===== config.mk =====
export PLATFORM = sky130hd
export DESIGN_NAME = tx_ring_seq
export DESIGN_NICKNAME = d
export VERILOG_FILES = /design/src/rtl/txr_pkg.sv /design/src/rtl/txr_dp.sv /design/src/rtl/txr_ctrl.sv /design/src/rtl/tx_ring_seq.sv
export SDC_FILE = /design/constraint.sdc
export NUM_CORES = 1
export LEC_CHECK = 0
export ABC_AREA = 1
export CORE_MARGIN = 2
export CORE_UTILIZATION = 50
export CTS_BUF_LIST = sky130_fd_sc_hd__clkbuf_4 sky130_fd_sc_hd__clkbuf_8 sky130_fd_sc_hd__clkbuf_16
export CTS_CLUSTER_DIAMETER = 50
export DETAILED_ROUTE_END_ITERATION = 12
export DONT_BUFFER_PORTS = 1
export SLEW_MARGIN = 20
export SYNTH_ARGS = -nofsm -noshare
export SYNTH_HDL_FRONTEND = slang
export SYNTH_SLANG_ARGS = --single-unit

===== constraint.sdc =====
create_clock -name clk -period 2.21 [get_ports clk]
set_clock_uncertainty 0.2 [all_clocks]
set_input_delay 0.3315 -clock clk [delete_from_list [all_inputs] [get_ports clk]]
set_output_delay 0.3315 -clock clk [all_outputs]
set_load 0.005 [all_outputs]

===== src/rtl/txr_pkg.sv =====
package txr_pkg;
  localparam int OWN_B  = 31;
  localparam int SOF_B  = 30;
  localparam int EOF_B  = 29;
  localparam int PERR_B = 28;
  localparam int BUFF_B = 27;
  localparam int UFLO_B = 26;
  localparam int CNT_W  = 12;

  typedef enum logic [1:0] {
    SEL_CUR0 = 2'd0,
    SEL_CUR1 = 2'd1,
    SEL_NXT0 = 2'd2
  } memSel_e;

  // strobes from control to datapath
  typedef struct packed {
    logic    ldCur;
    logic    ldAddr;
    logic    ldLook;
    logic    chain;
    logic    advance;
    logic    clrFlags;
    logic    setUflo;
    logic    setBuff;
    logic    setPerr;
    memSel_e sel;
  } dpCtl_t;
endpackage


===== src/rtl/txr_dp.sv =====
module txr_dp
  import txr_pkg::*;
#(
  parameter int RING_LEN = 8,
  localparam int IDX_W  = (RING_LEN > 1) ? $clog2(RING_LEN) : 1,
  localparam int ADDR_W = IDX_W + 1
) (
  input  logic              clk,
  input  logic              rstN,
  input  dpCtl_t            ctl,
  input  logic [31:0]       memRdata,
  output logic [ADDR_W-1:0] memAddr,
  output logic [31:0]       memWdata,
  output logic [31:0]       fetchAddr,
  output logic [CNT_W-1:0]  fetchLen,
  output logic              fetchSof,
  output logic              fetchEof,
  output logic              rdOwn,
  output logic              rdSof,
  output logic              curEof
);
  logic [IDX_W-1:0] idx, nxtIdx;
  logic [31:0] curW0, lookW0, curAddr;
  logic perrF, buffF, ufloF;

  always_comb nxtIdx = (idx == IDX_W'(RING_LEN - 1)) ? '0 : idx + 1'b1;

  always_comb begin
    case (ctl.sel)
      SEL_CUR0: memAddr = {idx, 1'b0};
      SEL_CUR1: memAddr = {idx, 1'b1};
      default:  memAddr = {nxtIdx, 1'b0};
    endcase
  end

  always_ff @(posedge clk or negedge rstN) begin
    if (!rstN) begin
      idx     <= '0;
      curW0   <= '0;
      lookW0  <= '0;
      curAddr <= '0;
    end else begin
      if (ctl.advance) idx <= nxtIdx;
      if (ctl.ldCur) curW0 <= memRdata;
      else if (ctl.chain) curW0 <= lookW0;
      if (ctl.ldLook) lookW0 <= memRdata;
      if (ctl.ldAddr) curAddr <= memRdata;
    end
  end

  always_ff @(posedge clk or negedge rstN) begin
    if (!rstN) begin
      perrF <= 1'b0;
      buffF <= 1'b0;
      ufloF <= 1'b0;
    end else if (ctl.clrFlags) begin
      perrF <= 1'b0;
      buffF <= 1'b0;
      ufloF <= 1'b0;
    end else begin
      if (ctl.setPerr) perrF <= 1'b1;
      if (ctl.setBuff) buffF <= 1'b1;
      if (ctl.setUflo) ufloF <= 1'b1;
    end
  end

  always_comb begin
    memWdata         = curW0;
    memWdata[OWN_B]  = 1'b0;
    memWdata[PERR_B] = perrF;
    memWdata[BUFF_B] = buffF;
    memWdata[UFLO_B] = ufloF;
  end

  assign fetchAddr = curAddr;
  assign fetchLen  = CNT_W'(0) - curW0[CNT_W-1:0];
  assign fetchSof  = curW0[SOF_B];
  assign fetchEof  = curW0[EOF_B];
  assign curEof    = curW0[EOF_B];
  assign rdOwn     = memRdata[OWN_B];
  assign rdSof     = memRdata[SOF_B];


  buff_uflo_chk: assert property (@(posedge clk) disable iff (!rstN) buffF |-> ufloF);

  idx_range_chk: assert property (@(posedge clk) disable iff (!rstN) idx <= IDX_W'(RING_LEN - 1));
endmodule


===== src/rtl/txr_ctrl.sv =====
module txr_ctrl
  import txr_pkg::*;
#(
  parameter int POLL_CYCLES = 64,
  localparam int PW = $clog2(POLL_CYCLES + 1)
) (
  input  logic   clk,
  input  logic   rstN,
  input  logic   recoverEn,
  input  logic   parityEn,
  input  logic   pollNow,
  input  logic   fetchDone,
  input  logic   fifoEmpty,
  input  logic   parErr,
  input  logic   rdOwn,
  input  logic   rdSof,
  input  logic   curEof,
  output dpCtl_t ctl,
  output logic   memRe,
  output logic   memWe,
  output logic   fetchValid,
  output logic   frameAbort,
  output logic   txOn
);
  typedef enum logic [3:0] {
    S_RD0, S_CHK, S_POLL, S_RDA, S_CAPA, S_ISSUE,
    S_XFER, S_LOOK0, S_LOOK1, S_WB, S_HALT
  } state_e;
  typedef enum logic [1:0] {O_END, O_CHAIN, O_ABORT} outc_e;

  state_e st, nxt;
  outc_e  outc, outNxt;
  logic [PW-1:0] pollCnt;
  logic pollLd;

  always_ff @(posedge clk or negedge rstN) begin
    if (!rstN) begin
      st      <= S_RD0;
      outc    <= O_END;
      pollCnt <= '0;
    end else begin
      st   <= nxt;
      outc <= outNxt;
      if (pollLd) pollCnt <= PW'(POLL_CYCLES - 1);
      else if (st == S_POLL && pollCnt != '0) pollCnt <= pollCnt - 1'b1;
    end
  end

  always_comb begin
    nxt        = st;
    outNxt     = outc;
    ctl        = '0;
    ctl.sel    = SEL_CUR0;
    memRe      = 1'b0;
    memWe      = 1'b0;
    fetchValid = 1'b0;
    frameAbort = 1'b0;
    pollLd     = 1'b0;
    case (st)
      S_RD0: begin
        memRe = 1'b1;
        nxt   = S_CHK;
      end
      S_CHK: begin
        ctl.ldCur = 1'b1;
        if (rdOwn && rdSof) nxt = S_RDA;
        else if (rdOwn) begin
          ctl.advance = 1'b1;
          nxt = S_RD0;
        end else begin
          pollLd = 1'b1;
          nxt = S_POLL;
        end
      end
      S_POLL: if (pollNow || pollCnt == '0) nxt = S_RD0;
      S_RDA: begin
        memRe   = 1'b1;
        ctl.sel = SEL_CUR1;
        nxt     = S_CAPA;
      end
      S_CAPA: begin
        ctl.ldAddr = 1'b1;
        nxt = S_ISSUE;
      end
      S_ISSUE: begin
        fetchValid = 1'b1;
        nxt = S_XFER;
      end
      S_XFER: begin
        if (parErr && parityEn) ctl.setPerr = 1'b1;
        if (fifoEmpty) begin
          ctl.setUflo = 1'b1;
          outNxt = O_ABORT;
          nxt = S_WB;
        end else if (fetchDone) begin
          if (curEof) begin
            outNxt = O_END;
            nxt = S_WB;
          end else nxt = S_LOOK0;
        end
      end
      S_LOOK0: begin
        memRe   = 1'b1;
        ctl.sel = SEL_NXT0;
        if (fifoEmpty) begin
          ctl.setUflo = 1'b1;
          ctl.setBuff = 1'b1;
          outNxt = O_ABORT;
          nxt = S_WB;
        end else nxt = S_LOOK1;
      end
      S_LOOK1: begin
        if (fifoEmpty || !rdOwn) begin
          ctl.setUflo = 1'b1;
          ctl.setBuff = 1'b1;
          outNxt = O_ABORT;
        end else begin
          ctl.ldLook = 1'b1;
          outNxt = O_CHAIN;
        end
        nxt = S_WB;
      end
      S_WB: begin
        memWe = 1'b1;
        ctl.clrFlags = 1'b1;
        case (outc)
          O_CHAIN: begin
            ctl.advance = 1'b1;
            ctl.chain = 1'b1;
            nxt = S_RDA;
          end
          O_ABORT: begin
            frameAbort = 1'b1;
            if (recoverEn) begin
              ctl.advance = 1'b1;
              nxt = S_RD0;
            end else nxt = S_HALT;
          end
          default: begin
            ctl.advance = 1'b1;
            nxt = S_RD0;
          end
        endcase
      end
      default: nxt = S_HALT;
    endcase
  end

  assign txOn = (st != S_HALT);


  port_excl_chk: assert property (@(posedge clk) disable iff (!rstN) !(memRe && memWe));

  halt_hold_chk: assert property (@(posedge clk) disable iff (!rstN)
    !txOn |=> (!txOn && !memRe && !memWe && !fetchValid));

  fetch_pulse_chk: assert property (@(posedge clk) disable iff (!rstN) fetchValid |=> !fetchValid);

  abort_wb_chk: assert property (@(posedge clk) disable iff (!rstN) frameAbort |-> memWe);
endmodule


===== src/rtl/tx_ring_seq.sv =====
module tx_ring_seq
  import txr_pkg::*;
#(
  parameter int RING_LEN    = 8,
  parameter int POLL_CYCLES = 64,
  localparam int IDX_W  = (RING_LEN > 1) ? $clog2(RING_LEN) : 1,
  localparam int ADDR_W = IDX_W + 1
) (
  input  logic              clk,
  input  logic              rstN,
  input  logic              recoverEn,
  input  logic              parityEn,
  input  logic              pollNow,
  output logic              memRe,
  output logic              memWe,
  output logic [ADDR_W-1:0] memAddr,
  output logic [31:0]       memWdata,
  input  logic [31:0]       memRdata,
  output logic              fetchValid,
  output logic [31:0]       fetchAddr,
  output logic [11:0]       fetchLen,
  output logic              fetchSof,
  output logic              fetchEof,
  input  logic              fetchDone,
  input  logic              fifoEmpty,
  input  logic              parErr,
  output logic              frameAbort,
  output logic              txOn
);
  dpCtl_t ctl;
  logic rdOwn, rdSof, curEof;

  txr_ctrl #(.POLL_CYCLES(POLL_CYCLES)) u_ctrl (
    .clk(clk), .rstN(rstN), .recoverEn(recoverEn), .parityEn(parityEn),
    .pollNow(pollNow), .fetchDone(fetchDone), .fifoEmpty(fifoEmpty),
    .parErr(parErr), .rdOwn(rdOwn), .rdSof(rdSof), .curEof(curEof),
    .ctl(ctl), .memRe(memRe), .memWe(memWe), .fetchValid(fetchValid),
    .frameAbort(frameAbort), .txOn(txOn)
  );

  txr_dp #(.RING_LEN(RING_LEN)) u_dp (
    .clk(clk), .rstN(rstN), .ctl(ctl), .memRdata(memRdata),
    .memAddr(memAddr), .memWdata(memWdata), .fetchAddr(fetchAddr),
    .fetchLen(fetchLen), .fetchSof(fetchSof), .fetchEof(fetchEof),
    .rdOwn(rdOwn), .rdSof(rdSof), .curEof(curEof)
  );
endmodule


# [Yosys cells after proc, flatten, opt, wreduce, memory -nomap -nowiden]
# Cells that the tools add are included.
[word_totals] mem_bits_rw=0 rom_bits=0 n_memories=0 wordCells=105 ff_bits=113 latch_bits=0
[classes] n_reduce_logical=19 n_mux=55 shifts=0 n_addsub=3 n_mul=0 eq_ne=18 order_cmp=0 n_bitwise=0 div=0
[ops] cell="$mux 31" n=2
[ops] cell="$pmux 4 s10" n=1
[ops] cell="$mux 1" n=28
[ops] cell="$mux 4" n=5
[ops] cell="$mux 2" n=9
[ops] cell="$eq 4x3->1 const B" n=4
[ops] cell="$pmux 4 s2" n=2
[ops] cell="$mux 7" n=2
[ops] cell="$sub 1x12->12 const A" n=1
[ops] cell="$reduce_bool 2->1" n=5
[ops] cell="$eq 4x2->1 const B" n=2
[ops] cell="$eq 4x4->1 const B" n=2
[ops] cell="$logic_not 7->1" n=1
[ops] cell="$reduce_bool 7->1" n=1
[ops] cell="$sub 7x1->7 const B" n=1
[ops] cell="$pmux 2 s3" n=1
[ops] cell="$eq 2x1->1 const B" n=2
[ops] cell="$eq 4x1->1 const B" n=1
[ops] cell="$logic_not 4->1" n=1
[ops] cell="$ne 2x2->1 const B" n=2
[ops] cell="$ne 4x4->1 const B" n=1
[ops] cell="$pmux 1 s2" n=2
[ops] cell="$pmux 2 s2" n=1
[ops] cell="$reduce_and 4->1" n=1
[ops] cell="14 further kinds" n=17

# [Logic depth before layout (Yosys ltp)]
[logic_depth] depth_word=6 mapped_depth=9

# [By module]
# From an unflattened synthesis, not the netlist that was laid out.
[hier_totals] hier_cells=618 area_unflattened_um2=5223.8
[by_module_without_submodules] mod="txr_dp" seq_area_each_um2=2352.3 instances=1 area_per_inst_um2=4164.0 cells_per_inst=451
[by_module_without_submodules] mod="txr_ctrl" seq_area_each_um2=325.3 instances=1 area_per_inst_um2=1059.8 cells_per_inst=167

# [Worst setup path after synthesis]
# No wires, ideal clock.
[synth_timing] kind="register -> output" from="reg u_dp.curW0[0]" to="out fetchLen[6]" t_arrival_ns=1.172 path_stages_with_launch=6 slack_ns=0.506 n_path_buf=0 required_ns=1.679 cell_sequence="dfrtp_1 inv_1 ha_1 nand3_1 nor3_1 xor2_1"
[synth_via] elab_chain_len=1
[synth_rtl] item="start: declaration" line="txr_dp.sv:23" rtl="logic [31:0] curW0, lookW0, curAddr;"
[synth_rtl] item="start signal: assignment" line="txr_dp.sv:44" rtl="if (ctl.ldCur) curW0 <= memRdata;"
[synth_rtl] item="start signal: assignment" line="txr_dp.sv:45" rtl="else if (ctl.chain) curW0 <= lookW0;"
[synth_rtl] item="$sub 1x12->12" line="txr_dp.sv:76" rtl="assign fetchLen = CNT_W'(0) - curW0[CNT_W-1:0];"
[synth_rtl] item="end: declaration" line="tx_ring_seq.sv:21" rtl="output logic [11:0] fetchLen,"
# No other way between the ends.

# [Worst setup path after layout]
[layout_timing] from="reg u_dp.curW0[0]" to="out fetchLen[8]"
# The elaborated chain is that of the path after synthesis.

==> key figures <==
Synth
  • Count leader, synth: nand2_1
  • Largest family of logic cells by synthesized area: simple AND/OR/NAND/NOR gates
  • Adder-cell area share of the yosys netlist: 0.0175
  • Predominant post-synthesis flop cell: dfrtp_1
  • Mux contribution to synthesized area: 0
  • Ys Warns: 0
  • Post-synth EDFFs: 0
  • Seq/Total Area, Yosys: 0.535
  • Synth Register Bits: approximately 110
  • Synth top area share: 0.535
  • Synth area leader: dfrtp_1
  • Top post-synthesis cells by count: 182 x nand2_1, 107 x dfrtp_1, 66 x inv_1
  • Post-synth cell types: 24
  • Async set-reset flop share out of synthesis: 1.00
  • Synth Area in XOR/XNOR: 0.0158
  • Mapped cell area: 5000 um^2
  • Simple-Gate Fraction of Synth Area: 0.219
  • Post-synthesis average cell area: about 8 um^2
  • Dominant cells by area after synthesis: dfrtp_1 54%, nand2_1 14%, o21ai_0 6.1%, inv_1 5.0%, o21ai_1 4.2%
  • Compound-Gate Fraction of Synth Area: 0.125
  • Syn_nets: between 600 and 700
  • Gate Count Post-Synth: approximately 620

Floorplanning
  • # rows: 36
  • Die H: between 100 and 150 um
  • Core area: a little under 10000 um^2
  • Die W: ~100 um
  • DIE AREA: ~11000 um^2
  • Boundary Pins: 127
  • Starting density of the core: 0.514

Setup path
  • Crit start category: register
  • Crit-path max FO: 4
  • Setup crit end kind: output pin
  • CP Data Required Time: between 1500 and 2000 ps
  • CP peak stage delay: between 400 and 500 ps
  • CP Cell Sequence: inv_2 -> ha_4 -> nand3_2 -> nor2_1 -> xor2_1
  • Worst EP arrival: about 1600 ps
  • Cell family with most CP delay: flip-flops
  • Reg2reg setup slack: between 200 and 300 ps
  • Buf/Inv on CP: 1
  • CP max stage cell: dfrtp_1
  • Crit Path Category: reg2out

STA
  • Minimum clock period: roughly 2100 ps
  • Max-slew violations: 0
  • Max Fclk: between 400 and 500 MHz
  • Final setup viols: 0
  • Fin. Hold Viols: 107
  • Final worst path period share: 0.952
  • Min Hold Slack: -555 ps

CTS
  • Clock buffer depth: 2
  • Hold-fix buffers, CTS: 35
  • CTS tree: yes
  • Depth of the CTS H-tree: 3
  • Post-CTS Setup Bufs: 0
  • Clock sink count: around 110
  • Skew-Pair Late Insertion Delay: ~370 ps
  • CTS root buffer: clkbuf_8
  • Cts bufs inserted: 9
  • Clock slew at reported path FFs: 110 ps

Route
  • WL/cell: approximately 14 um
  • Final ANT Viol Nets: 0
  • DRC Markers: 0
  • WL final: ~11000 um
  • Routed vias: 3979
  • First-pass detailed-route iteration total: 4
  • Initial DRC Count: 207
  • Vias/cell: 5.11

Power and ir drop
  • Maximum vdd ir drop: 0.000274 V
  • Clock share of power: 0.378
  • Combinational share of power: 0.026
  • Seq pwr share: 0.596
  • Total power: between 3 and 4 mW
  • Sw Ratio: 0.216
  • Switching Power: between 0.7 and 0.8 mW
  • Static Leak: between 2 and 3 nW
  • Pwr dens: 579 nW/um^2
  • Cell Int Power: between 2 and 3 mW

Global routing
  • Largest net degree at the start of global routing: roughly 110
  • Global route overflow: 0
  • First-pass GRT wire length: roughly 19000 um
  • Initial antenna violation count: 0
  • Total Routing Usage GR: 0.213
  • Vias in the first global route: 3804

Place
  • Routability cong.: 0.849
  • Port buffer count: 0
  • Post-DP HPWL: roughly 7400 um

Layout
  • Area occupied by multi-input gates: ~1900 um^2
  • Util after Layout: 0.583
  • FILL cells: ~890
  • Seq. cell area: between 2000 and 3000 um^2
  • Diode count: 0
  • Ratio of cells with drive above 1 in the final layout: 0.0604
  • Nets: between 600 and 700
  • Area growth, synth to finish: 13.5%

Hold path
  • Tightest Hold Check Type: in2async

Run status
  • Outcome: finished with violations
  • Failing checks: negative hold slack

Job
  • Maxcap violations: 0
==> layout by cell type (no fill, tap or decap) <==
cell	instances
nor2_2	5
nand2_2	2
inv_2	4
nand3_2	2
o21bai_1	1
bufinv_16	1
clkbuf_8	10
clkinv_4	2
inv_1	64
nor3_1	1
a31oi_1	1
nand2_1	181
o22ai_1	1
ha_4	1
a21oi_1	18
dlygate4sd3_1	35
nor2_1	41
xor2_1	8
nand4_1	6
buf_4	3
buf_6	1
xnor2_1	1
clkbuf_4	1
ha_1	6
o21ai_0	61
dfrtp_1	106
and2_1	1
nand3_1	32
nor3_2	1
clkinvlp_4	2
dfrtp_2	1
conb_1	1
o21ai_1	42
buf_12	3
==> through the flow <==
stage | std cells | setup slack (ps) | TNS [ps] | area [um^2] | hold WS [ps]
after floorplan | 619 | 506 | 0 | 5000 | -164
after global placement | 728 | 383 | 0 | 5090 | -162
after detailed placement | 728 | 346 | 0 | 5090 | -162
after CTS | 779 | 35.6 | 0 | 5670 | -572
after global routing | 779 | -10.7 | -10.7 | 5680 | -579
final | 779 | 105 | 0 | 5680 | -555
==> state kept, by name, summed over array words and instances (netlist names) <==
name / flops
u_ctrl.pollCnt: 7
u_ctrl.st: 4
u_dp.fetchAddr: 32
u_dp.ufloF: 1
u_dp.buffF: 1
u_dp.idx: 3
u_dp.perrF: 1
u_dp.curW0: 28
u_dp.lookW0: 28
u_ctrl.outc: 2
==> power groups by stage <==
stage	Combinational [mW]	Clock (mW)	Sequential, mW
after global placement	0.0355	0	2.00
after floorplan	0.0260	0	2.00
after CTS	0.0838	1.27	1.96
final	0.0840	1.24	1.96
after global routing	0.0933	1.36	1.96
after detailed placement	0.0361	0	2.00
==> path summary, 6_finish.rpt <==
check                           startpoint                  to  cells after the start
max in group asynchronous             rstN        u_ctrl.st[1]                      0
min                                   rstN  u_dp.fetchAddr[25]                      0
min reg2reg                u_dp.lookW0[14]     u_dp.lookW0[14]                      2
max reg2reg                   u_ctrl.st[0]          u_dp.perrF                      6
min in group clk              memRdata[31]  u_dp.fetchAddr[31]                      2
max                          u_dp.curW0[0]         fetchLen[8]                      5
==> kinds of logic after synthesis <==
logic type / after synthesis
AO/OA/AOI/OAI: 124
XOR/XNOR: 9
adder cells (fa/ha/maj): 7
buffers and inverters: 99
flip-flops: 107
other: 1
AND/OR/NAND/NOR: 272
==> area by class of cell <==
class | count | area share
clock buffer | 11 | 0.0256
timing repair buffer | 42 | 0.0782
multi-input combinational | 413 | 0.339
inverter | 68 | 0.0450
sequential | 107 | 0.472
clock inverter | 5 | 0.0110
tap | 133 | 0.0293
==> metal layers <==
layer,track usage,wire [um]
met1,0.285,5090
met2,0.336,5080
met3,0.0533,784
met4,0.0782,144
met5,0,0
==> what timing repair did <==
action | CTS | global route
endpoints found under the hold margin | 169 | 107
gates resized for setup | 4 | 6
pin swaps | 2 | 1
endpoints found under the setup margin | 2 | 7
cloned | 0 | 0
No activity file was read; power rests on OpenSTA's default activity.
